==> config.mk <==
export PLATFORM = sky130hd
export DESIGN_NAME = dc_irq_chain
export DESIGN_NICKNAME = d
export VERILOG_FILES = /design/src/rtl/dc_irq_pkg.sv /design/src/rtl/dc_cause_pri.sv /design/src/rtl/dc_vec_mux.sv /design/src/rtl/dc_fetch_snoop.sv /design/src/rtl/dc_irq_chain.sv
export SDC_FILE = /design/constraint.sdc
export NUM_CORES = 1
export LEC_CHECK = 0
export CAP_MARGIN = 25
export CORE_UTILIZATION = 40
export DETAILED_ROUTE_END_ITERATION = 6
export PLACE_DENSITY_LB_ADDON = 0.05
export SLEW_MARGIN = 20
export SYNTH_ARGS = -nofsm -noshare
export SYNTH_HDL_FRONTEND = slang
export SYNTH_HIERARCHICAL = 1
export SYNTH_SLANG_ARGS = --single-unit
==> constraint.sdc <==
create_clock -name clk -period 3.4 [get_ports clk]
set_input_delay 0.68 -clock clk [delete_from_list [all_inputs] [get_ports clk]]
set_output_delay 0.68 -clock clk [all_outputs]
set_load 0.05 [all_outputs]
==> src/rtl/dc_irq_pkg.sv <==
package dc_irq_pkg;

    localparam int BUS_W = 8;
    localparam logic [BUS_W-1:0] OP_PREFIX = 8'hED;
    localparam logic [BUS_W-1:0] OP_RET    = 8'h4D;

    // Per-channel cause kinds (low two bits of the cause code)
    localparam logic [1:0] K_TX   = 2'b00;
    localparam logic [1:0] K_EXT  = 2'b01;
    localparam logic [1:0] K_RX   = 2'b10;
    localparam logic [1:0] K_SPEC = 2'b11;

    typedef enum logic [0:0] {
        SN_IDLE   = 1'b0,
        SN_GOT_ED = 1'b1
    } snoop_e;

    typedef struct packed {
        snoop_e           st;
        logic             in_m1;
        logic             ack_seen;
        logic [BUS_W-1:0] opc;
    } snoop_t;

endpackage

==> src/rtl/dc_cause_pri.sv <==
module dc_cause_pri
    import dc_irq_pkg::*;
#(
    parameter int NCH = 2,
    parameter int CW  = $clog2(NCH) + 2
) (
    input  logic [NCH-1:0] rx,
    input  logic [NCH-1:0] tx,
    input  logic [NCH-1:0] ext,
    input  logic [NCH-1:0] spec,
    output logic [CW-1:0]  code,
    output logic           any
);
    localparam int CHW = CW - 2;

    // Walk from lowest to highest priority; the last match wins.
    always_comb begin
        any  = 1'b0;
        code = '0;
        for (int c = NCH - 1; c >= 0; c--) begin
            if (ext[c]) begin
                any  = 1'b1;
                code = {CHW'(NCH - 1 - c), K_EXT};
            end
            if (tx[c]) begin
                any  = 1'b1;
                code = {CHW'(NCH - 1 - c), K_TX};
            end
            if (rx[c]) begin
                any  = 1'b1;
                code = {CHW'(NCH - 1 - c), K_RX};
            end
            if (spec[c]) begin
                any  = 1'b1;
                code = {CHW'(NCH - 1 - c), K_SPEC};
            end
        end
    end

endmodule

==> src/rtl/dc_vec_mux.sv <==
module dc_vec_mux #(
    parameter int VW = 8,
    parameter int CW = 3
) (
    input  logic [VW-1:0] base,
    input  logic [CW-1:0] code,
    input  logic          sav,
    output logic [VW-1:0] vec
);
    for (genvar i = 0; i < VW; i++) begin : g_bit
        if (i >= 1 && i <= CW) begin : g_sub
            assign vec[i] = sav ? code[i-1] : base[i];
        end else begin : g_keep
            assign vec[i] = base[i];
        end
    end

endmodule

==> src/rtl/dc_fetch_snoop.sv <==
module dc_fetch_snoop
    import dc_irq_pkg::*;
(
    input  logic             clk,
    input  logic             rst_n,
    input  logic             m1_n,
    input  logic             iorq_n,
    input  logic [BUS_W-1:0] bus_in,
    output logic             ret_pulse,
    output logic             prefix_hold
);
    snoop_t s_q, s_d;
    logic   fetch_active;
    logic   fetch_done;

    always_comb begin
        s_d          = s_q;
        fetch_active = !m1_n && iorq_n;
        fetch_done   = s_q.in_m1 && m1_n && !s_q.ack_seen;
        ret_pulse    = 1'b0;

        s_d.in_m1    = !m1_n;
        s_d.ack_seen = !m1_n && (s_q.ack_seen || !iorq_n);
        if (fetch_active) begin
            s_d.opc = bus_in;
        end

        if (fetch_done) begin
            if (s_q.opc == OP_PREFIX) begin
                s_d.st = SN_GOT_ED;
            end else begin
                if (s_q.st == SN_GOT_ED && s_q.opc == OP_RET) begin
                    ret_pulse = 1'b1;
                end
                s_d.st = SN_IDLE;
            end
        end
    end

    always_ff @(posedge clk) begin
        if (!rst_n) begin
            s_q <= '{st: SN_IDLE, in_m1: 1'b0, ack_seen: 1'b0, opc: '0};
        end else begin
            s_q <= s_d;
        end
    end

    assign prefix_hold = (s_q.st == SN_GOT_ED);

endmodule

==> src/rtl/dc_irq_chain.sv <==
module dc_irq_chain
    import dc_irq_pkg::*;
#(
    parameter int NCH = 2
) (
    input  logic             clk,
    input  logic             rst_n,
    input  logic [NCH-1:0]   req_rx,
    input  logic [NCH-1:0]   req_tx,
    input  logic [NCH-1:0]   req_ext,
    input  logic [NCH-1:0]   req_spec,
    input  logic             ien,
    input  logic             m1_n,
    input  logic             iorq_n,
    input  logic [BUS_W-1:0] bus_in,
    input  logic             sw_ret,
    input  logic             sav_en,
    input  logic [BUS_W-1:0] vec_base,
    output logic             int_n,
    output logic             ieo,
    output logic [BUS_W-1:0] vec_out,
    output logic             vec_oe
);
    localparam int CW = $clog2(NCH) + 2;

    typedef struct packed {
        logic [NCH-1:0] rx;
        logic [NCH-1:0] tx;
        logic [NCH-1:0] ext;
        logic [NCH-1:0] spec;
        logic           ius;
    } chain_t;

    chain_t          s_q, s_d;
    logic            any_pend;
    logic [CW-1:0]   code;
    logic            snoop_ret;
    logic            prefix_hold;
    logic            ack;
    logic            ret_evt;
    logic [4*NCH-1:0] pend_all;

    dc_cause_pri #(.NCH(NCH), .CW(CW)) u_pri (
        .rx   (s_q.rx),
        .tx   (s_q.tx),
        .ext  (s_q.ext),
        .spec (s_q.spec),
        .code (code),
        .any  (any_pend)
    );

    dc_fetch_snoop u_snoop (
        .clk         (clk),
        .rst_n       (rst_n),
        .m1_n        (m1_n),
        .iorq_n      (iorq_n),
        .bus_in      (bus_in),
        .ret_pulse   (snoop_ret),
        .prefix_hold (prefix_hold)
    );

    dc_vec_mux #(.VW(BUS_W), .CW(CW)) u_vmux (
        .base (vec_base),
        .code (code),
        .sav  (sav_en),
        .vec  (vec_out)
    );

    always_comb begin
        s_d     = s_q;
        ack     = !m1_n && !iorq_n && ien && any_pend && !s_q.ius;
        ret_evt = (snoop_ret || sw_ret) && ien && s_q.ius;

        // Status is frozen during the whole M1-low window
        if (m1_n) begin
            s_d.rx   = req_rx;
            s_d.tx   = req_tx;
            s_d.ext  = req_ext;
            s_d.spec = req_spec;
        end

        if (ack) begin
            s_d.ius = 1'b1;
        end else if (ret_evt) begin
            s_d.ius = 1'b0;
        end
    end

    always_ff @(posedge clk) begin
        if (!rst_n) begin
            s_q <= '0;
        end else begin
            s_q <= s_d;
        end
    end

    assign int_n    = !(any_pend && !s_q.ius);
    assign ieo      = ien && !any_pend && !s_q.ius && !prefix_hold;
    assign vec_oe   = ack;
    assign pend_all = {s_q.spec, s_q.rx, s_q.tx, s_q.ext};

endmodule

==> impl_results.md, run 1 <==
* Commonest non-fill, non-tap cell in the layout: clkdlybuf4s50_1
* Crit path max-delay cell type: or4_4
* Reg power frac at ~44%
* Sw Ratio at roughly 25%
* Buf/Inv on CP at 1
* Vias post-DR at between 700 and 800
* RSZ-0062 raised after global routing: false
* Antenna Cells at 0
* Simple-Gate Fraction of Synth Area at 24.70%
* Fin crit period at ~3 ns
* Worst Hold Launch: u_snoop/s_q[8]$_SDFF_PN0_
* Htree depth at 1
* Hold_buf cts at 0
* Final Net Count at 153
* IO Pins at between 40 and 50
* Peak VDD IR at around 0.27 mV
* Clk buf depth at 2
* Worst path max stage delay at 0.54 ns
* Reg-to-Reg Start: pend_all[0]$_SDFFE_PN0P_
* Largest family of logic cells by synthesized area: simple AND/OR/NAND/NOR gates
* Tot GR Track Use at about 16%
* Startpoint Class: flip-flop
* Worst Path Max Fanout at 4
* First-pass GRT wire length at around 3.0 mm
* Clock slew at reported path FFs at roughly 0.12 ns
* Worst Hold Class: reg -> reg
* Number of setup buffers added after CTS at 0
* Psw at approximately 0.14 mW
* Fin cells at 149
* Final setup fails at 0
* Main synth FF type: dfxtp_1
* DR WL/cell at 12.34 µm
* Worst Path Arrival at between 2 and 2.5 ns
* CTS tree: yes
* Period utilization at slightly below 90%
* Die ar. at about 2600 µm²
* Sequential fraction of the synthesis area at 42.05%
* Routability Congestion at ~0.71
* Slew Viols, Final at 0
* Most frequent cells in the layout: clkdlybuf4s50_1, dfxtp_1, mux2i_1
* CTS root buf: clkbuf_4
* Comb pwr share at between 20% and 30%
* R2R Setup Slk at 1.64 ns
* Final wirelength at roughly 1.8 mm
* Initial antenna violation count at 0
* Drt drc at 0
* Multiplexer share of the synthesized area at around a fifth
* Crit end category: output pin
* Post-Syn Area at 952.2 µm²
* Clock Latency Late Sink at 0.31 ns
* XOR/XNOR Fraction of Synth Area at 0%
* Worst hold margin at roughly 0.47 ns
* R2R depth at 4
* Initial Util at a little over two fifths
* Worst slew pin tran at 0.4990 ns
* Cells along the critical path: or4_4, or4b_4, nand2b_1, dlymetal6s2s_1
* Internal at 0.4337 mW
* WP data required at between 2 and 3 ns
* Post-cts resize count at 0
* Post-synth cell types at 28
* Fmax at ~330 MHz
* Setup TNS at 0 ns
* Synth Area in Compound Gates at 5.782%
* Post-synth EDFFs at 0
* Clk_skew at 0.005631 ns
* Max-cap viol count at 0
* Initial detailed-routing violation count at 3
* Crit Path Category: reg -> out
* Die Height at roughly 51 µm
* Largest net degree at the start of global routing at 14
* Placed cell count at between 100 and 150
* Chip Width at around 50 µm
* Gr ovfl total at 0
* # rows at 17
* Yosys reg bits at 20
* Post-DP HPWL at 1.413 mm
* Leakage at approximately 0.52 nW
* Synth Area in Adders at 0%
* Final ANT Viol Nets at 0
* Outcome: finished clean
* Worst Hold End: u_snoop/s_q[8]$_SDFF_PN0_
* FF-to-FF End: s_q[0]$_SDFFE_PN0P_
* Syn Nets at 123
* Syn avg cell area at around 10 µm²
* Yosys warns at 6
* Cell count of the worst hold path at 2
* Vias in the first global route at roughly 700
* # clock sinks at 20
* Core Region at around 2200 µm²
* Synth async-reset ratio at 0%
* Pwr dens at about 440 nW/µm²
* Share of cells above drive strength 1 at between 15 and 20%
* Area grow syn2layout at 38.77%
* Crit path max-delay family: simple AND/OR/NAND/NOR gates
* Fill cells at 211
* Clock power share at between 30% and 40%
* Post-DR vias/cell at around 4.9
* CTS Buf Count at 3
* Post-Syn Instances at slightly above 90
* Final hold violation count at 0
* TritonRoute pass-1 iters at 2
* PortBufs at 31
* Total power at ~0.58 mW
* Worst slew margin at approximately two thirds
[power by group through the flow]
stage	logic, mW	registers [mW]	clock network [mW]
after floorplan	0.0927	0.258	0
after global placement	0.127	0.260	0
after detailed placement	0.128	0.260	0
after CTS	0.129	0.255	0.202
after global routing	0.136	0.257	0.213
final	0.127	0.255	0.196
[worst register-to-register path: stages (launching register included)]
cell and delay (ns):
dfxtp_1 0.36, or4_4 0.54, or4b_4 0.53, nand2b_1 0.14
o32ai_2 0.10
[sequential cells by signal, summed over array words and instances, names as in the netlist]
register             cells
u_snoop/prefix_hold      1
u_snoop/s_q             10
s_q                      1
pend_all                 8
[worst max path at each step]
stage	from	to	slack (ns)	cells after the start
3_3_place_gp	pend_all[0]$_SDFFE_PN0P_	int_n	0.39	4
6_report	pend_all[0]$_SDFFE_PN0P_	int_n	0.41	4
5_1_grt	pend_all[0]$_SDFFE_PN0P_	int_n	0.34	4
3_5_place_dp	pend_all[0]$_SDFFE_PN0P_	int_n	0.37	4
4_1_cts	pend_all[0]$_SDFFE_PN0P_	int_n	0.008	4
2_1_floorplan	pend_all[0]$_SDFFE_PN0P_	ieo	0.38	3
[cells by family (layout without fill, tap and decap cells)]
| kind of cell | count (synthesis) | count (layout) |
|---|---|---|
| AOI/OAI and AO/OA | 6 | 6 |
| and+or+nand+nor | 37 | 37 |
| buffers and inverters | 10 | 39 |
| muxes | 19 | 19 |
| DFF | 20 | 20 |
[through the flow]
stage / worst slack, ns / util [%] / area, µm²
2_1_floorplan: 0.3845 / - / 958.4
3_3_place_gp: 0.3891 / 56.69 / 1266
3_5_place_dp: 0.3651 / 56.69 / 1266
4_1_cts: 0.008124 / 59.05 / 1319
5_1_grt: 0.3364 / 59.16 / 1321
6_report: 0.4137 / 59.16 / 1321
[cells in the mapped netlist (2+ instances only)]
| master | n | area share, % |
|---|---|---|
| dfxtp_1 | 20 | 42 |
| mux2i_1 | 16 | 17 |
| nor2_1 | 12 | 4.7 |
| nor2b_1 | 10 | 6.6 |
| buf_4 | 6 | 4.7 |
| mux2_2 | 3 | 3.5 |
| nand2b_1 | 2 | 1.3 |
| nand3_1 | 2 | 1.1 |
| o31ai_1 | 2 | 1.6 |
[cell type report]
type | count | area [µm²] | area share [%]
clock buffers | 3 | 22.52 | 1.705
inverters | 2 | 7.507 | 0.5682
flip-flops and latches | 20 | 400.4 | 30.30
multi-input cells | 62 | 490.5 | 37.12
well taps | 28 | 35.03 | 2.652
repair buffers | 33 | 335.3 | 25.38
clock inverters | 1 | 30.03 | 2.273
[metal layers]
layer	wire, µm	global-route usage (%)	vias to the layer above
met1	866	21.22	336
met5	0	0	-
li1	-	-	373
met3	98	2.121	6
met2	820	22.89	20
met4	53	12.04	0
No activity file was read; power rests on OpenSTA's default activity.
==> inputs of run 2 (changes only) <==
Settings changed: CORE_UTILIZATION 40 to 37.
Clock period 3.4 ns to 2.6 ns, I/O delays scaled along.
==> impl_results.md, run 2 (same netlist as run 1, synthesis figures left out) <==
* Crit end category: output pin
* Outcome: finished, violations left
* Share of cells above drive strength 1 at 23.39% (+7.7 points)
* Initial antenna violation count at 0 (unchanged)
* Gr ovfl total at 0 (unchanged)
* Post-route cell area at 1373 µm² (+3.9%)
* Final hold violation count at 0 (unchanged)
* Fin cells at 154 (+3.4%)
* Antenna Cells at 0 (unchanged)
* Leakage at 0.5389 nW (+3.5%)
* TritonRoute pass-1 iters at 4 (+2)
* Most Crowded Layer GR: met2
* DR WL/cell at 12.66 µm (+2.6%)
* Drt drc at 0 (unchanged)
* R2R depth at 4 (unchanged)
* GR Layer Usage met3 at 5.217% (+3.1 points)
* WP data required at 2.08 ns (-0.64 ns)
* Top reg by flops: u_snoop/s_q
* Startpoint Class: flip-flop
* Max-cap viol count at 0 (unchanged)
* Die ar. at 2780 µm² (+7.8%)
* Final setup fails at 1 (+1)
* PortBufs at 31 (unchanged)
* CTS root buf: clkbuf_4
* Initial Util at 38.79% (-3.8 points)
* Area after DPL at 1303 µm² (+2.9%)
* Worst Path Arrival at 2.19 ns (-0.12 ns)
* Period utilization at 104.1%
* Setup Slack @ Placement at 0.1660 ns (-0.1991 ns)
* Post-DR vias/cell at 4.916 (-0.35%)
* Grt met2 use at 30.17% (+7.3 points)
* Core Region at 2455 µm² (+9.9%)
* Chip Width at 52.73 µm (+3.8%)
* RSZ-0062 raised after global routing: true
* Setup WS post-layout at -0.1058 ns (-0.5195 ns)
* # clock sinks at 20 (unchanged)
* Worst Path Max Fanout at 2 (-2)
* Storage cell area at 402.9 µm² (+0.62%)
* Area grow syn2layout at 44.15%
* Post-DP HPWL at 1.494 mm (+5.7%)
* Commonest non-fill, non-tap cell in the layout: clkdlybuf4s50_1
* Vias in the first global route at 749 (+9.5%)
* Fmax at ~370 MHz
* Cell count of the worst hold path at 2 (unchanged)
* Vias post-DR at 757 (+3.0%)
* # rows at 18 (+1)
* Fill cells at 234 (+11%)
* Worst slew pin tran at 0.2800 ns (-0.2190 ns)
* Setup TNS at -0.1058 ns (-0.1058 ns)
* Htree depth at 1 (unchanged)
* Largest net degree at the start of global routing at 13 (-1)
* Initial detailed-routing violation count at 4 (+1)
* Pwr dens at 563.6 nW/µm² (+29%)
* Max FFs per register at 10 (unchanged)
* Clk buf depth at 2 (unchanged)
* Crit path max-delay cell type: or4_4
* Clk_skew at 0.01333 ns (+0.007701 ns)
* IO Pins at 42 (unchanged)
* Placed cell count at 148 (+2.1%)
* CTS Buf Count at 3 (unchanged)
* Final wirelength at 1.950 mm (+6.1%)
* Clock slew at reported path FFs at 0.11 ns (about the same)
* Area of the multi-input gates at 501.7 µm² (+2.3%)
* Worst path max stage delay at 0.53 ns (about the same)
* Most frequent cells in the layout: clkdlybuf4s50_1, dfxtp_1, mux2i_1
* Clock Latency Late Sink at 0.31 ns (about the same)
* Die Height at 52.73 µm (+3.8%)
* First-pass GRT wire length at 2.973 mm (+0.44%)
* CTS tree: yes
* Worst slew margin at 81.22% (+15 points)
* Slew Viols, Final at 0 (unchanged)
* Worst Hold Class: reg -> reg
* Failing checks: setup timing
* Tot GR Track Use at 15.14% (-0.74 points)
* Final Net Count at 156 (+2.0%)
* M1 GR Usage at 13.91% (-7.3 points)
* Routability Congestion at 0.7009 (-1.9%)
* Final ANT Viol Nets at 0 (unchanged)
* Crit Path Category: reg -> out
* Fin crit period at 2.706 ns
* Cells along the critical path: or4_4, or4b_4, nor4b_4, buf_12
* Peak VDD IR at 0.4562 mV (+66%)
run 2: changes by cell type in the layout (fill, tap and decap cells not counted), moves of 2 or more:
cell and delta:
buf_12 +2, buf_4 +5, clkdlybuf4s50_1 -3, dfxtp_1 -2, dfxtp_2 +2
run 2: worst paths after layout:
kind | startpoint | end | slack [ns]
max | pend_all[2]$_SDFFE_PN0P_ | ieo | -0.11
min | u_snoop/s_q[8]$_SDFF_PN0_ | u_snoop/s_q[8]$_SDFF_PN0_ | 0.47
max reg2reg | pend_all[2]$_SDFFE_PN0P_ | s_q[0]$_SDFFE_PN0P_ | 0.89
min reg2reg | u_snoop/s_q[8]$_SDFF_PN0_ | u_snoop/s_q[8]$_SDFF_PN0_ | 0.47
run 2: power by group:
part / internal (mW) / total (mW) / switching (mW) / leakage (nW)
Combinational: 0.100 / 0.183 / 0.0832 / 0.346
Clock: 0.156 / 0.257 / 0.101 / 0.0279
Sequential: 0.323 / 0.333 / 0.0106 / 0.165
run 2: critical path: cells and delay by family, from the launching register on:
kind | cells | cell delay [ns]
and+or+nand+nor | 3 | 1.37
DFF | 1 | 0.33
buffers and inverters | 1 | 0.18
run 2: final cells by class:
class,count,area share [%]
clock buffers,3,1.641
well taps,30,2.735
inverters,2,0.5469
flip-flops and latches,20,29.35
repair buffers,36,26.98
clock inverters,1,2.188
multi-input cells,62,36.55
run 2: repair_timing:
| item | 4_1_cts | 5_1_grt |
|---|---|---|
| gates resized for setup | 2 | 0 |
| hold endpoints to repair | 0 | 0 |
| hold buffers | 0 | 0 |
| setup buffers | 2 | 0 |
| endpoints found under the setup margin | 2 | 2 |
| pin swaps | 3 | 1 |
run 2: through the flow:
step	hold WS [ns]	power, mW	utilization (%)
2_1_floorplan	0.4297	0.4617	-
3_3_place_gp	0.4406	0.5198	53.06
3_5_place_dp	0.4521	0.5220	53.06
4_1_cts	0.4696	0.7849	55.91
5_1_grt	0.4950	0.8064	55.91
6_report	0.4657	0.7735	55.91
run 2: layer usage:
metal	up-vias	wire length, µm
met5	-	0
li1	377	-
met4	0	12
met3	2	129
met1	353	773
met2	25	1034
==> inputs of run 3 (changes only) <==
Settings changed: CORE_UTILIZATION 37 to 40.
Clock period 2.6 ns to 2.9 ns, I/O delays scaled along.
==> impl_results.md, run 3 (same netlist as run 1, synthesis figures left out) <==
* Fill cells at 208 (-11%)
* Comb pwr share at 23.2% (-0.5 points)
* TritonRoute pass-1 iters at 4 (unchanged)
* Vias in the first global route at 689 (-8.0%)
* Pwr dens at 508.3 nW/µm² (-9.8%)
* Psw at 0.1708 mW (-12%)
* Internal at 0.5154 mW (-11%)
* Cells along the critical path: or4_4, or4b_4, nor4b_4, buf_12
* Initial detailed-routing violation count at 3 (-1)
* Crit Path Category: reg -> out
* DR WL/cell at 12.66 µm (about the same)
* Tot GR Track Use at 15.96% (+0.82 points)
* Final hold violation count at 0 (unchanged)
* Die ar. at 2580 µm² (-7.2%)
* Outcome: finished clean
* Fmax at 359.7 MHz
* Top reg by flops: u_snoop/s_q
* Htree depth at 1 (unchanged)
* Clock Latency Late Sink at 0.30 ns (about the same)
* Final setup fails at 0 (-1)
* Core Region at 2233 µm² (-9.0%)
* Clock slew at reported path FFs at 0.12 ns (about the same)
* Antenna Cells at 0 (unchanged)
* Hold_buf cts at 0 (unchanged)
* Worst slew pin tran at 0.2755 ns (-0.004488 ns)
* WP data required at 2.32 ns (+0.24 ns)
* Clk buf depth at 2 (unchanged)
* Max FFs per register at 10 (unchanged)
* Worst path max stage delay at 0.55 ns (+0.02 ns)
* Number of setup buffers added after CTS at 0 (-2)
* M1 GR Usage at 15.53% (+1.6 points)
* Post-cts resize count at 0 (-2)
* Placed cell count at 146 (-1.4%)
* Crit path max-delay cell type: or4b_4
* Crit end category: output pin
* Area grow syn2layout at 41.79%
* Setup TNS at 0 ns (+0.1058 ns)
* First-pass GRT wire length at 2.939 mm (-1.1%)
* Period utilization at between 90% and 100%
* Reg power frac at 43.6% (+0.5 points)
* Max-cap viol count at 0 (unchanged)
* Grt met2 use at 30.00% (-0.17 points)
* CTS root buf: clkbuf_4
* Fin cells at 150 (-2.6%)
* Most frequent cells in the layout: clkdlybuf4s50_1, dfxtp_1, mux2i_1
* CTS Buf Count at 3 (unchanged)
* Startpoint Class: flip-flop
* IO Pins at 42 (unchanged)
* Most Crowded Layer GR: met2
* # clock sinks at 20 (unchanged)
* Worst Path Max Fanout at 4 (+2)
* RSZ-0062 raised after global routing: false
* Worst Path Arrival at 2.20 ns (about the same)
* Post-DR vias/cell at 4.853 (-1.3%)
* Leakage at 0.5281 nW (-2.0%)
* Share of cells above drive strength 1 at 19.67% (-3.7 points)
* PortBufs at 31 (unchanged)
* CTS tree: yes
* Die Height at 50.79 µm (-3.7%)
* Slew Viols, Final at 0 (unchanged)
* Fin crit period at 2.780 ns
* Final ANT Viol Nets at 0 (unchanged)
* GR Layer Usage met3 at 5.758% (+0.54 points)
* Largest net degree at the start of global routing at 14 (+1)
* Drt drc at 0 (unchanged)
* Final Net Count at 154 (-1.3%)
* Initial Util at 42.63% (+3.8 points)
* Vias post-DR at 728 (-3.8%)
* Commonest non-fill, non-tap cell in the layout: clkdlybuf4s50_1
* Post-DP HPWL at 1.513 mm (+1.3%)
* Clk_skew at 0.007090 ns (-0.006242 ns)
* Chip Width at 50.79 µm (-3.7%)
* Routability Congestion at 0.7472 (+6.6%)
* Gr ovfl total at 0 (unchanged)
* Worst Hold Class: reg -> reg
* Peak VDD IR at 0.5005 mV (+9.7%)
* Initial antenna violation count at 0 (unchanged)
* Worst slew margin at 81.52% (+0.30 points)
* Clock power share at 33.2% (about the same)
* # rows at 17 (-1)
* Sw Ratio at 24.89% (-0.31 points)
* Final wirelength at 1.899 mm (-2.6%)
[run 3: area by class of cell]
cell class	count	area, µm²	area share, %
clock inverter	1	30.03	2.224
multi-input combinational	62	499.2	36.98
sequential	20	400.4	29.66
tap	28	35.03	2.595
clock buffer	3	22.52	1.668
inverter	2	7.507	0.5561
timing repair buffer	34	355.3	26.32
[run 3: worst max-delay path, delay by kind of cell (launching register included)]
family | cells | cell delay, ns
buffers and inverters | 1 | 0.18
and+or+nand+nor | 3 | 1.37
DFF | 1 | 0.35
[run 3: through the flow]
stage                     hold WS, ns  util, %  cell area (µm²)  worst slack [ns]  power [mW]
after global routing           0.4997    60.45             1350           0.03654      0.7189
after CTS                      0.4668    60.45             1350           0.06516      0.6981
after detailed placement       0.4480    58.10             1297            0.4166      0.4673
after floorplan                0.4297        -            967.2            0.1250      0.4130
final                          0.4628    60.45             1350            0.1200      0.6862
after global placement         0.4397    58.10             1297            0.4374      0.4646
[run 3: metal layers]
metal	share of wire [%]	routed length, µm
met1	39	744
met2	53	1010
met3	6.7	128
met4	0.84	16
met5	0	0
[run 3: path summary, 6_finish.rpt]
path                                  start                        end  slack [ns]  depth (start not counted)
setup / recovery   pend_all[0]$_SDFFE_PN0P_                        ieo        0.12                          4
hold / removal    u_snoop/s_q[8]$_SDFF_PN0_  u_snoop/s_q[8]$_SDFF_PN0_        0.46                          2
setup reg to reg   pend_all[0]$_SDFFE_PN0P_        s_q[0]$_SDFFE_PN0P_        1.06                          4
hold reg to reg   u_snoop/s_q[8]$_SDFF_PN0_  u_snoop/s_q[8]$_SDFF_PN0_        0.46                          2
[run 3: power by group through the flow]
stage / Combinational [mW] / Clock, mW / Sequential (mW)
after floorplan: 0.110 / 0 / 0.303
after CTS: 0.162 / 0.237 / 0.299
final: 0.159 / 0.228 / 0.299
after detailed placement: 0.162 / 0 / 0.305
after global placement: 0.159 / 0 / 0.305
after global routing: 0.169 / 0.249 / 0.301
